==> config.mk <==
export PLATFORM = sky130hd
export DESIGN_NAME = pla_fabric
export DESIGN_NICKNAME = d
export VERILOG_FILES = /design/src/rtl/pla_pkg.sv /design/src/rtl/pla_cfg_chain.sv /design/src/rtl/pla_and_plane.sv /design/src/rtl/pla_or_plane.sv /design/src/rtl/pla_fabric.sv
export SDC_FILE = /design/constraint.sdc
export NUM_CORES = 1
export LEC_CHECK = 0
export CORE_MARGIN = 1
export CORE_UTILIZATION = 30
export DETAILED_ROUTE_END_ITERATION = 8
export DONT_BUFFER_PORTS = 1
export PLACE_DENSITY = 0.51
export SETUP_SLACK_MARGIN = 0.5
export SYNTH_ARGS = -nofsm -noshare
export SYNTH_HDL_FRONTEND = slang
export SYNTH_SLANG_ARGS = --single-unit
==> constraint.sdc <==
create_clock -name clk -period 2.82 [get_ports clk]
set_input_delay 0.141 -clock clk [delete_from_list [all_inputs] [get_ports clk]]
set_output_delay 0.141 -clock clk [all_outputs]
set_load 0.01 [all_outputs]
==> src/rtl/pla_pkg.sv <==
package pla_pkg;

  // One literal slot: passes when not connected, or when the input matches the chosen form.
  function automatic logic lit_ok(input logic use_true, input logic use_comp, input logic x);
    return (~use_true | x) & (~use_comp | ~x);
  endfunction

  // Total configuration width for a given fabric size.
  function automatic int cfg_width(input int n_in, input int n_term, input int n_out);
    return 2 * n_in * n_term + n_term * n_out + n_out;
  endfunction

endpackage

==> src/rtl/pla_cfg_chain.sv <==
module pla_cfg_chain #(
  parameter int W = 34
) (
  input  logic         clk,
  input  logic         rst_n,
  input  logic         cfg_en,
  input  logic         cfg_bit,
  input  logic         cfg_done,
  output logic [W-1:0] cfg_word,
  output logic         cfg_valid
);

  always_ff @(posedge clk or negedge rst_n) begin
    if (!rst_n) begin
      cfg_word  <= '0;
      cfg_valid <= 1'b0;
    end else begin
      if (cfg_en) begin
        cfg_word  <= {cfg_word[W-2:0], cfg_bit};
        cfg_valid <= 1'b0;
      end else if (cfg_done) begin
        cfg_valid <= 1'b1;
      end
    end
  end

endmodule

==> src/rtl/pla_and_plane.sv <==
module pla_and_plane
  import pla_pkg::*;
#(
  parameter int N_IN   = 3,
  parameter int N_TERM = 4
) (
  input  logic [N_IN-1:0]          in_vec,
  input  logic [2*N_IN*N_TERM-1:0] and_cfg,
  output logic [N_TERM-1:0]        term_hit
);

  localparam int SLICE = 2 * N_IN;

  for (genvar t = 0; t < N_TERM; t++) begin : g_term
    logic [N_IN-1:0] ok;
    logic            used;
    for (genvar i = 0; i < N_IN; i++) begin : g_lit
      assign ok[i] = lit_ok(and_cfg[t*SLICE + 2*i], and_cfg[t*SLICE + 2*i + 1], in_vec[i]);
    end
    assign used        = |and_cfg[t*SLICE +: SLICE];
    assign term_hit[t] = used & (&ok);
  end

endmodule

==> src/rtl/pla_or_plane.sv <==
module pla_or_plane #(
  parameter int N_TERM = 4,
  parameter int N_OUT  = 2
) (
  input  logic [N_TERM-1:0]       term_hit,
  input  logic [N_TERM*N_OUT-1:0] or_cfg,
  input  logic [N_OUT-1:0]        pol,
  input  logic                    cfg_valid,
  output logic [N_OUT-1:0]        sum_raw,
  output logic [N_OUT-1:0]        out_vec
);

  for (genvar o = 0; o < N_OUT; o++) begin : g_out
    assign sum_raw[o] = |(term_hit & or_cfg[o*N_TERM +: N_TERM]);
    assign out_vec[o] = cfg_valid & (sum_raw[o] ^ pol[o]);
  end

endmodule

==> src/rtl/pla_fabric.sv <==
module pla_fabric
  import pla_pkg::*;
#(
  parameter int N_IN   = 3,
  parameter int N_TERM = 4,
  parameter int N_OUT  = 2
) (
  input  logic             clk,
  input  logic             rst_n,
  input  logic             cfg_en,
  input  logic             cfg_bit,
  input  logic             cfg_done,
  input  logic [N_IN-1:0]  in_vec,
  output logic [N_OUT-1:0] out_vec
);

  localparam int AND_BITS = 2 * N_IN * N_TERM;
  localparam int OR_BITS  = N_TERM * N_OUT;
  localparam int CFG_BITS = cfg_width(N_IN, N_TERM, N_OUT);
  localparam int OR_LSB   = N_OUT;
  localparam int AND_LSB  = N_OUT + OR_BITS;

  logic [CFG_BITS-1:0] cfg_word;
  logic                cfg_valid;
  logic [N_TERM-1:0]   term_hit;
  logic [N_OUT-1:0]    sum_raw;

  pla_cfg_chain #(.W(CFG_BITS)) chain_i (
    .clk(clk), .rst_n(rst_n), .cfg_en(cfg_en), .cfg_bit(cfg_bit),
    .cfg_done(cfg_done), .cfg_word(cfg_word), .cfg_valid(cfg_valid)
  );

  pla_and_plane #(.N_IN(N_IN), .N_TERM(N_TERM)) and_i (
    .in_vec(in_vec), .and_cfg(cfg_word[AND_LSB +: AND_BITS]), .term_hit(term_hit)
  );

  pla_or_plane #(.N_TERM(N_TERM), .N_OUT(N_OUT)) or_i (
    .term_hit(term_hit), .or_cfg(cfg_word[OR_LSB +: OR_BITS]),
    .pol(cfg_word[N_OUT-1:0]), .cfg_valid(cfg_valid),
    .sum_raw(sum_raw), .out_vec(out_vec)
  );

endmodule

After elaboration in Yosys (flattened, before gate mapping)
Cells that the tools add are included.
{"block": "op_classes", "n_mux": 2, "bitwise_logic": 73, "reduce_logical": 11}
{"operator": "$not 1->1", "n": 27}
{"operator": "$or 1x1->1", "n": 24}
{"operator": "$reduce_or 6->1", "n": 4}
{"operator": "$and 1x1->1", "n": 18}
{"operator": "$reduce_and 3->1", "n": 4}
{"operator": "$and 4x4->4", "n": 2}
{"operator": "$reduce_or 4->1", "n": 2}
{"operator": "$mux 1", "n": 2}
{"operator": "$reduce_bool 2->1", "n": 1}
{"operator": "$xor 1x1->1", "n": 2}
{"block": "word_totals", "regBits": 35, "input_bits": 8, "elab_cells": 88}

Depth between registers and ports, before layout
Gate-level depths: netlist (run 1).
{"block": "depth", "word_depth": 9, "depth_mapped": 6}

Hierarchy
From an unflattened synthesis (run 1), not the netlist that was laid out.
{"block": "hier_totals", "hier_cells": 122, "hier_area_um2": 1761.7}
{"module": "pla_cfg_chain", "n_inst": 1, "cells_each": 74, "area_per_inst_um2": 1448.9, "seq_area_each_um2": 875.8}
{"module": "pla_and_plane", "n_inst": 1, "cells_each": 36, "area_per_inst_um2": 237.7, "seq_area_each_um2": 0.0}
{"module": "pla_or_plane", "n_inst": 1, "cells_each": 12, "area_per_inst_um2": 75.1, "seq_area_each_um2": 0.0}

Least setup slack after synthesis (run 1)
Ideal clock, no wire load.
{"block": "synth_timing", "kind": "reg-to-output", "from": "register chain_i.cfg_word[17]", "to": "output port out_vec[0]", "arrival_time_ns": 1.928, "required_ns": 2.679, "slack_ns": 0.751, "stages_incl_launch_ff": 6, "path_buffers": 0, "cell_sequence": "dfrtp_1 -> or4_1 -> o311a_1 -> and3_1 -> nor4_2 -> mux2i_1"}
{"block": "synth_via", "elab_chain_len": 9, "elab_cells_between_ends": 10, "cone_classes": "7 x bitwise; 3 x reduce/logical"}
{"element": "from (decl)", "line_no": "pla_cfg_chain.sv:9", "rtl": "output logic [W-1:0] cfg_word,"}
{"element": "from (signal assigned)", "line_no": "pla_cfg_chain.sv:19", "rtl": "cfg_word <= {cfg_word[W-2:0], cfg_bit};"}
{"element": "$not 1->1", "line_no": "pla_pkg.sv:5", "rtl": "return (~use_true | x) & (~use_comp | ~x);"}
{"element": "$or 1x1->1", "line_no": "pla_pkg.sv:5"}
{"element": "$and 1x1->1", "line_no": "pla_pkg.sv:5"}
{"element": "$reduce_and 3->1", "line_no": "pla_and_plane.sv:21", "rtl": "assign term_hit[t] = used & (&ok);"}
{"element": "$and 1x1->1 (*)", "line_no": "pla_and_plane.sv:21"}
{"element": "$and 4x4->4 (*)", "line_no": "pla_or_plane.sv:14", "rtl": "assign sum_raw[o] = |(term_hit & or_cfg[o*N_TERM +: N_TERM]);"}
{"element": "$reduce_or 4->1 (*)", "line_no": "pla_or_plane.sv:14"}
{"element": "$xor 1x1->1 (*)", "line_no": "pla_or_plane.sv:15", "rtl": "assign out_vec[o] = cfg_valid & (sum_raw[o] ^ pol[o]);"}
{"element": "$and 1x1->1 (*)", "line_no": "pla_or_plane.sv:15"}
{"element": "to (decl)", "line_no": "pla_fabric.sv:14", "rtl": "output logic [N_OUT-1:0] out_vec"}
Every way passes the cells marked *; elsewhere a longest branch is shown, timed or not.

Worst setup path in the final report (run 1)
Same ends and word-level chain as after synthesis.

==> results of run 1 <==
==> power groups by stage <==
stage / clock network, uW / logic, uW / registers, uW
after floorplan: 0 / 399 / 799
after global placement: 0 / 433 / 850
after detailed placement: 0 / 445 / 864
after CTS: 415 / 481 / 852
after global routing: 443 / 579 / 885
final: 402 / 521 / 851
==> what timing repair did <==
item                                    in CTS  in global routing
setup buffers                                1                  0
endpoints found under the hold margin       37                  7
pin swaps                                    2                  1
gates resized for setup                      0                  4
endpoints found under the setup margin       2                  2
hold buffers                                 5                  2
==> cells in the final DEF, fill, tap and decap left out <==
cell type	netlist	routed
and3_1	4	3
and3_4	0	1
buf_12	0	1
buf_4	0	1
clkbuf_1	3	1
clkbuf_8	0	7
dfrtp_1	35	35
dlygate4sd3_1	0	6
mux2_2	34	34
mux2i_1	14	13
mux2i_2	0	1
nand2_1	5	5
nand2b_1	2	2
nand3_1	2	2
nor2_1	4	4
nor3_1	3	3
nor4_2	2	1
nor4_4	0	1
o311a_1	2	2
o31ai_2	0	1
or4_1	4	4
==> worst max-delay path, delay by kind of cell (launching register included) <==
family | cells | cell delay [ps]
and+or+nand+nor | 3 | 980
AOI/OAI and AO/OA | 1 | 330
muxes | 1 | 340
DFF | 1 | 400
==> path summary, 6_finish.rpt <==
check / slack [ps] / end / depth (start not counted)
setup / recovery: 340 / out_vec[0] / 5
max in group asynchronous: 2320 / chain_i.cfg_word[12] / 2
hold reg to reg: 540 / chain_i.cfg_word[4] / 1
setup reg to reg: 1590 / chain_i.cfg_valid / 3
min in group asynchronous: 310 / chain_i.cfg_word[28] / 2
hold / removal: 20 / chain_i.cfg_word[15] / 1
==> flip-flops by register name (all words and copies together), names as in the netlist <==
register,count
chain_i.cfg_word,34
chain_i.cfg_valid,1
==> stage by stage <==
stage | setup slack (ps) | utilization [%]
after floorplan | 751.5 | -
after global placement | 635.6 | 32.40
after detailed placement | 611.4 | 32.40
after CTS | 294.2 | 35.66
after global routing | 220.8 | 36.49
final | 338.2 | 36.49
==> cells by family (layout without fill, tap and decap cells) <==
group | after synthesis | in the layout | synth area share (%)
muxes | 48 | 48 | 32.53
and+or+nand+nor | 26 | 26 | 9.415
buffers and inverters | 7 | 16 | 1.867
DFF | 35 | 35 | 54.47
AOI/OAI and AO/OA | 3 | 3 | 1.712
==> metal layers <==
| layer | share of wire, % | up-vias | routed length, um |
|---|---|---|---|
| li1 | - | 449 | - |
| met4 | 1.2 | 0 | 39 |
| met2 | 46 | 14 | 1462 |
| met5 | 0 | - | 0 |
| met1 | 48 | 493 | 1523 |
| met3 | 4.6 | 6 | 147 |
==> final cells by class <==
class / count / area [um^2]
clock buffer: 8 / 100.1
fill: 548 / 3264
multi-input combinational: 77 / 724.4
sequential: 35 / 875.8
tap: 70 / 87.58
timing repair buffer: 8 / 87.58
==> metrics.cfg, run 1 <==
[global_route]
grt_antenna_before_repair = 0
use_met3_pct = 5.489
gr-total-overflow = 0
busiest_layer = met2
grt_max_degree = 36
grt_pass1_wl_mm = 5.071
use_met2_pct = 20.12
grt_use_total_pct = 12.70
grt_pass1_vias = 1006
globalRouteMet1Util_pct = 15.82

[power_and_ir_drop]
intPower_uw = 1226
ir_drop_mv = 0.3336
pwr-share-comb_pct = 29.4
switchingPower_uw = 547.8
p_seq_share_pct = 48.0
powerDensity_nw_per_um2 = 945.6
p_clk_share_pct = 22.7
swShare_pct = 30.89
finalPower_uw = 1774
p_leak_uw = 0.0008434

[floorplan]
die_h_um = 75.21
fp.dieW_um = 75.21
die_area_um2 = 5656
core_um2 = 5140
initial_core_util_pct = 31.28
boundaryPins = 10
rows = 26

[placement]
dp.cells = 182
port_buffers = 0
dpl_cell_area_um2 = 1665
gp_congestion = 0.7146

[critical_path]
r2r-start = chain_i.cfg_valid
cpPeakStageDelay_ps = 520
path_class = reg -> out
critPathCaptureType = output port
cp.arrival_ps = 2340
timing.critical_path.fanout_max = 4
crit_path_top_delay_cell = or4_1
cp-start-kind = flop
cp.required_ps = 2680
critical_path.startpoint = chain_i.cfg_word[17]
worstPathCellList = or4_1, o311a_1, and3_4, nor4_2, mux2i_1

[hold_path]
hp-class = in -> reg
hp-start = cfg_en

[synth]
synth_edf_count = 0
synthTopCellsByArea = dfrtp_1, mux2_2, mux2i_1
synth_top_cell_area_share_pct = 54.47
synth_seq_area_share_pct = 54.47
yosysWarnings = 0
yosys_register_bits = 35
syn_area_um2 = 1608
ys.flop_type = dfrtp_1
ys_types = 16
synth_top_cells_by_count = dfrtp_1, mux2_2, mux2i_1
synth_cells = 119
synth.avg_cell_area_um2 = 13.51
netlist.top_cell.by_area = dfrtp_1
yosysMostFrequentCell = dfrtp_1
synth_fp_nets = 127
ys_async_sr_fraction_pct = 100.0

[timing]
timing_hold_violations_final = 0
fin_crit_ps = 2482
final_max_slew_viol_count = 0
whs_ps = 15.45
fin_crit_sh_pct = 88.01
rsz0062_at_grt = true
finalSetupViolations = 0
skew_ps = 6.153
setup_tns_ps = 0
fmax_mhz = 402.9
slew_headroom_pct = 69.66
tightest_slew_ps = 453.7

[cells_and_area]
final_layout_size_suffix_gt1_share_pct = 37.50
finalNonFillerCells = 198
final_area_um2 = 1876
nets = 135
n_antenna_cell = 0
syn2layout_area_growth_pct = 16.65

[clock_tree]
clock_latency_ps = 290
clock-sinks = 35
cts.clk_slew.worst_paths_ps = 70
cts_root_buf = clkbuf_8
cts_made_buffers = 5
htreeDepth = 2
clock_path_buffers = 2
cts_tree = built

[routing]
wire_per_inst_um = 16.03
vias_per_cell = 4.859
drt_iter0_drc = 52
route.antenna.remaining_nets = 0
num_vias = 962
drc = 0
drt_wl_total_mm = 3.173
drt_first_pass_iters = 4

[outcome]
status = completed

[flow_run]
drv_cap = 0

Note: power is estimated with default switching activity, not from simulation.
==> run 2: changes to the inputs <==
--- a/config.mk
+++ b/config.mk
@@ -6,9 +6,10 @@
 export NUM_CORES = 1
 export LEC_CHECK = 0
-export CORE_MARGIN = 1
+export CORE_MARGIN = 3
 export CORE_UTILIZATION = 30
 export DETAILED_ROUTE_END_ITERATION = 8
 export DONT_BUFFER_PORTS = 1
 export PLACE_DENSITY = 0.51
+export RECOVER_POWER = 50
 export SETUP_SLACK_MARGIN = 0.5
 export SYNTH_ARGS = -nofsm -noshare
==> constraint.sdc (replaced) <==
create_clock -name clk -period 2.82 [get_ports clk]
set_input_delay 0.564 -clock clk [delete_from_list [all_inputs] [get_ports clk]]
set_output_delay 0.564 -clock clk [all_outputs]
set_load 0.01 [all_outputs]
==> run 2 against run 1 <==
The flow now finishes with violations (capacitance limit, slew limit, setup timing); flip-flop and latch count stayed put; routed wire length is 6.4% lower; utilization is 1.3 points lower; count of clock-buffer cells in the layout is 2 lower; final cell count is 2.5% lower; register-to-register slack better by 330 ps; hold slack better by 330 ps; clock skew is 3.5 ps lower; fmax is 15% lower; clock power is 9.5% lower; total power is 0.64% lower; setup slack worse by 420 ps.
==> metrics.cfg, run 2 (same netlist as run 1, synthesis figures left out) <==
[outcome]
status = finished with violations
violations = capacitance limit, slew limit, setup timing

[timing]
fmax_mhz = 344.1
skew_ps = 2.641
rsz0062_at_grt = true
finalSetupViolations = 2
timing_hold_violations_final = 0
setup_tns_ps = -154.8
slew_headroom_pct = -22.54
fin_crit_sh_pct = 103.1
fin_crit_ps = 2906
whs_ps = 343.0
tightest_slew_ps = 1838
final_max_slew_viol_count = 36
setup_ws_ps = -86.46

[floorplan]
core_um2 = 5140
initial_core_util_pct = 31.28
die_area_um2 = 6273
die_h_um = 79.21
fp.dieW_um = 79.21
rows = 26
boundaryPins = 10

[cells_and_area]
finalNonFillerCells = 193
final_layout_size_suffix_gt1_share_pct = 39.84
syn2layout_area_growth_pct = 12.53
layout_commonest_cell = dfrtp_1
reg_top3 = chain_i.cfg_word (34), chain_i.cfg_valid (1)
final-seq-area_um2 = 875.8
n_antenna_cell = 0
top_register = chain_i.cfg_word
largest_reg_flops = 34
nets = 131
multi_input_area_um2 = 732.0
fillCellCount = 529
final_cell_mix = dfrtp_1, mux2_2, mux2i_1

[routing]
drt_first_pass_iters = 4
num_vias = 928
drt_iter0_drc = 42
wire_per_inst_um = 15.38
drt_wl_total_mm = 2.969
route.antenna.remaining_nets = 0
vias_per_cell = 4.808
drc = 0

[global_route]
grt_max_degree = 36
grt_antenna_before_repair = 0
grt_pass1_vias = 1020
grt_use_total_pct = 11.00
grt_pass1_wl_mm = 5.202
gr-total-overflow = 0

[power_and_ir_drop]
finalPower_uw = 1762
p_leak_uw = 0.0008174
ir_drop_mv = 0.3551
powerDensity_nw_per_um2 = 974.0

[hold_path]
hp-start = cfg_en
hp-class = in -> reg

[critical_path]
r2r-start = chain_i.cfg_word[22]
critical_path.startpoint = chain_i.cfg_word[23]
critPathCaptureType = output port
cp.required_ps = 2260
path_class = reg -> out
cpPeakStageDelay_ps = 510
cp-start-kind = flop
timing.critical_path.fanout_max = 2
cp.arrival_ps = 2340
worstPathCellList = or4_1, o311a_1, and3_1, nor4_4, mux2i_2
crit_path_top_delay_cell = or4_1

[clock_tree]
clock_path_buffers = 2
clock-sinks = 35
htreeDepth = 2
cts_tree = built
cts.clk_slew.worst_paths_ps = 70
cts_made_buffers = 5
cts_root_buf = clkbuf_8
clock_latency_ps = 290

[placement]
gp_congestion = 0.7335
port_buffers = 0
post-dp-hpwl_mm = 2.010
dpl_worst_slack_ps = 163.6
dp.cells = 182

[flow_run]
drv_cap = 1

==> run 2: cell type report <==
class,count,area share [%]
repair buffers,4,1.452
well taps,70,4.841
multi-input cells,77,40.46
clock buffers,6,4.564
flip-flops and latches,35,48.41
clock inverters,1,0.2766
==> run 2: per-layer routing <==
| metal | track usage (%) | vias up | wire length [um] |
|---|---|---|---|
| met5 | 0 | - | 0 |
| met4 | 5.670 | 0 | 59 |
| met3 | 3.855 | 5 | 149 |
| met2 | 16.16 | 17 | 1360 |
| met1 | 14.21 | 465 | 1400 |
| li1 | - | 441 | - |
==> run 2: path summary, 6_finish.rpt <==
check	end	slack [ps]	depth (start not counted)
setup / recovery	out_vec[1]	-90	5
hold / removal	chain_i.cfg_valid	340	1
setup reg to reg	chain_i.cfg_word[22]	1920	2
hold reg to reg	chain_i.cfg_word[5]	530	1
max in group asynchronous	chain_i.cfg_word[8]	990	1
min in group asynchronous	chain_i.cfg_word[29]	770	1
==> run 2: timing repair <==
action / in CTS / in global routing
endpoints found under the setup margin: 2 / 2
buffers inserted: 2 / 1
resized for setup: 3 / 2
hold endpoints to repair: 35 / 0
hold buffers: 1 / 0
pin swaps: 2 / 1
==> run 2: worst max-delay path: cells and delay by family, from the launching register on <==
family	cells	cell delay, ps
AO/OA/AOI/OAI	1	330
flip-flops	1	380
multiplexers	1	310
AND/OR/NAND/NOR	3	1030
==> run 2: stage by stage <==
step,instance area [um^2],util (%)
final,1809,35.20
after global routing,1809,35.20
after CTS,1805,35.13
after detailed placement,1665,32.40
after global placement,1665,32.40
after floorplan,1608,-
==> run 2: where the power goes <==
part	leakage (uW)	internal (uW)	switching (uW)
sequential	0.000438	684	163
clock	0.0000470	191	172
combinational	0.000332	338	213
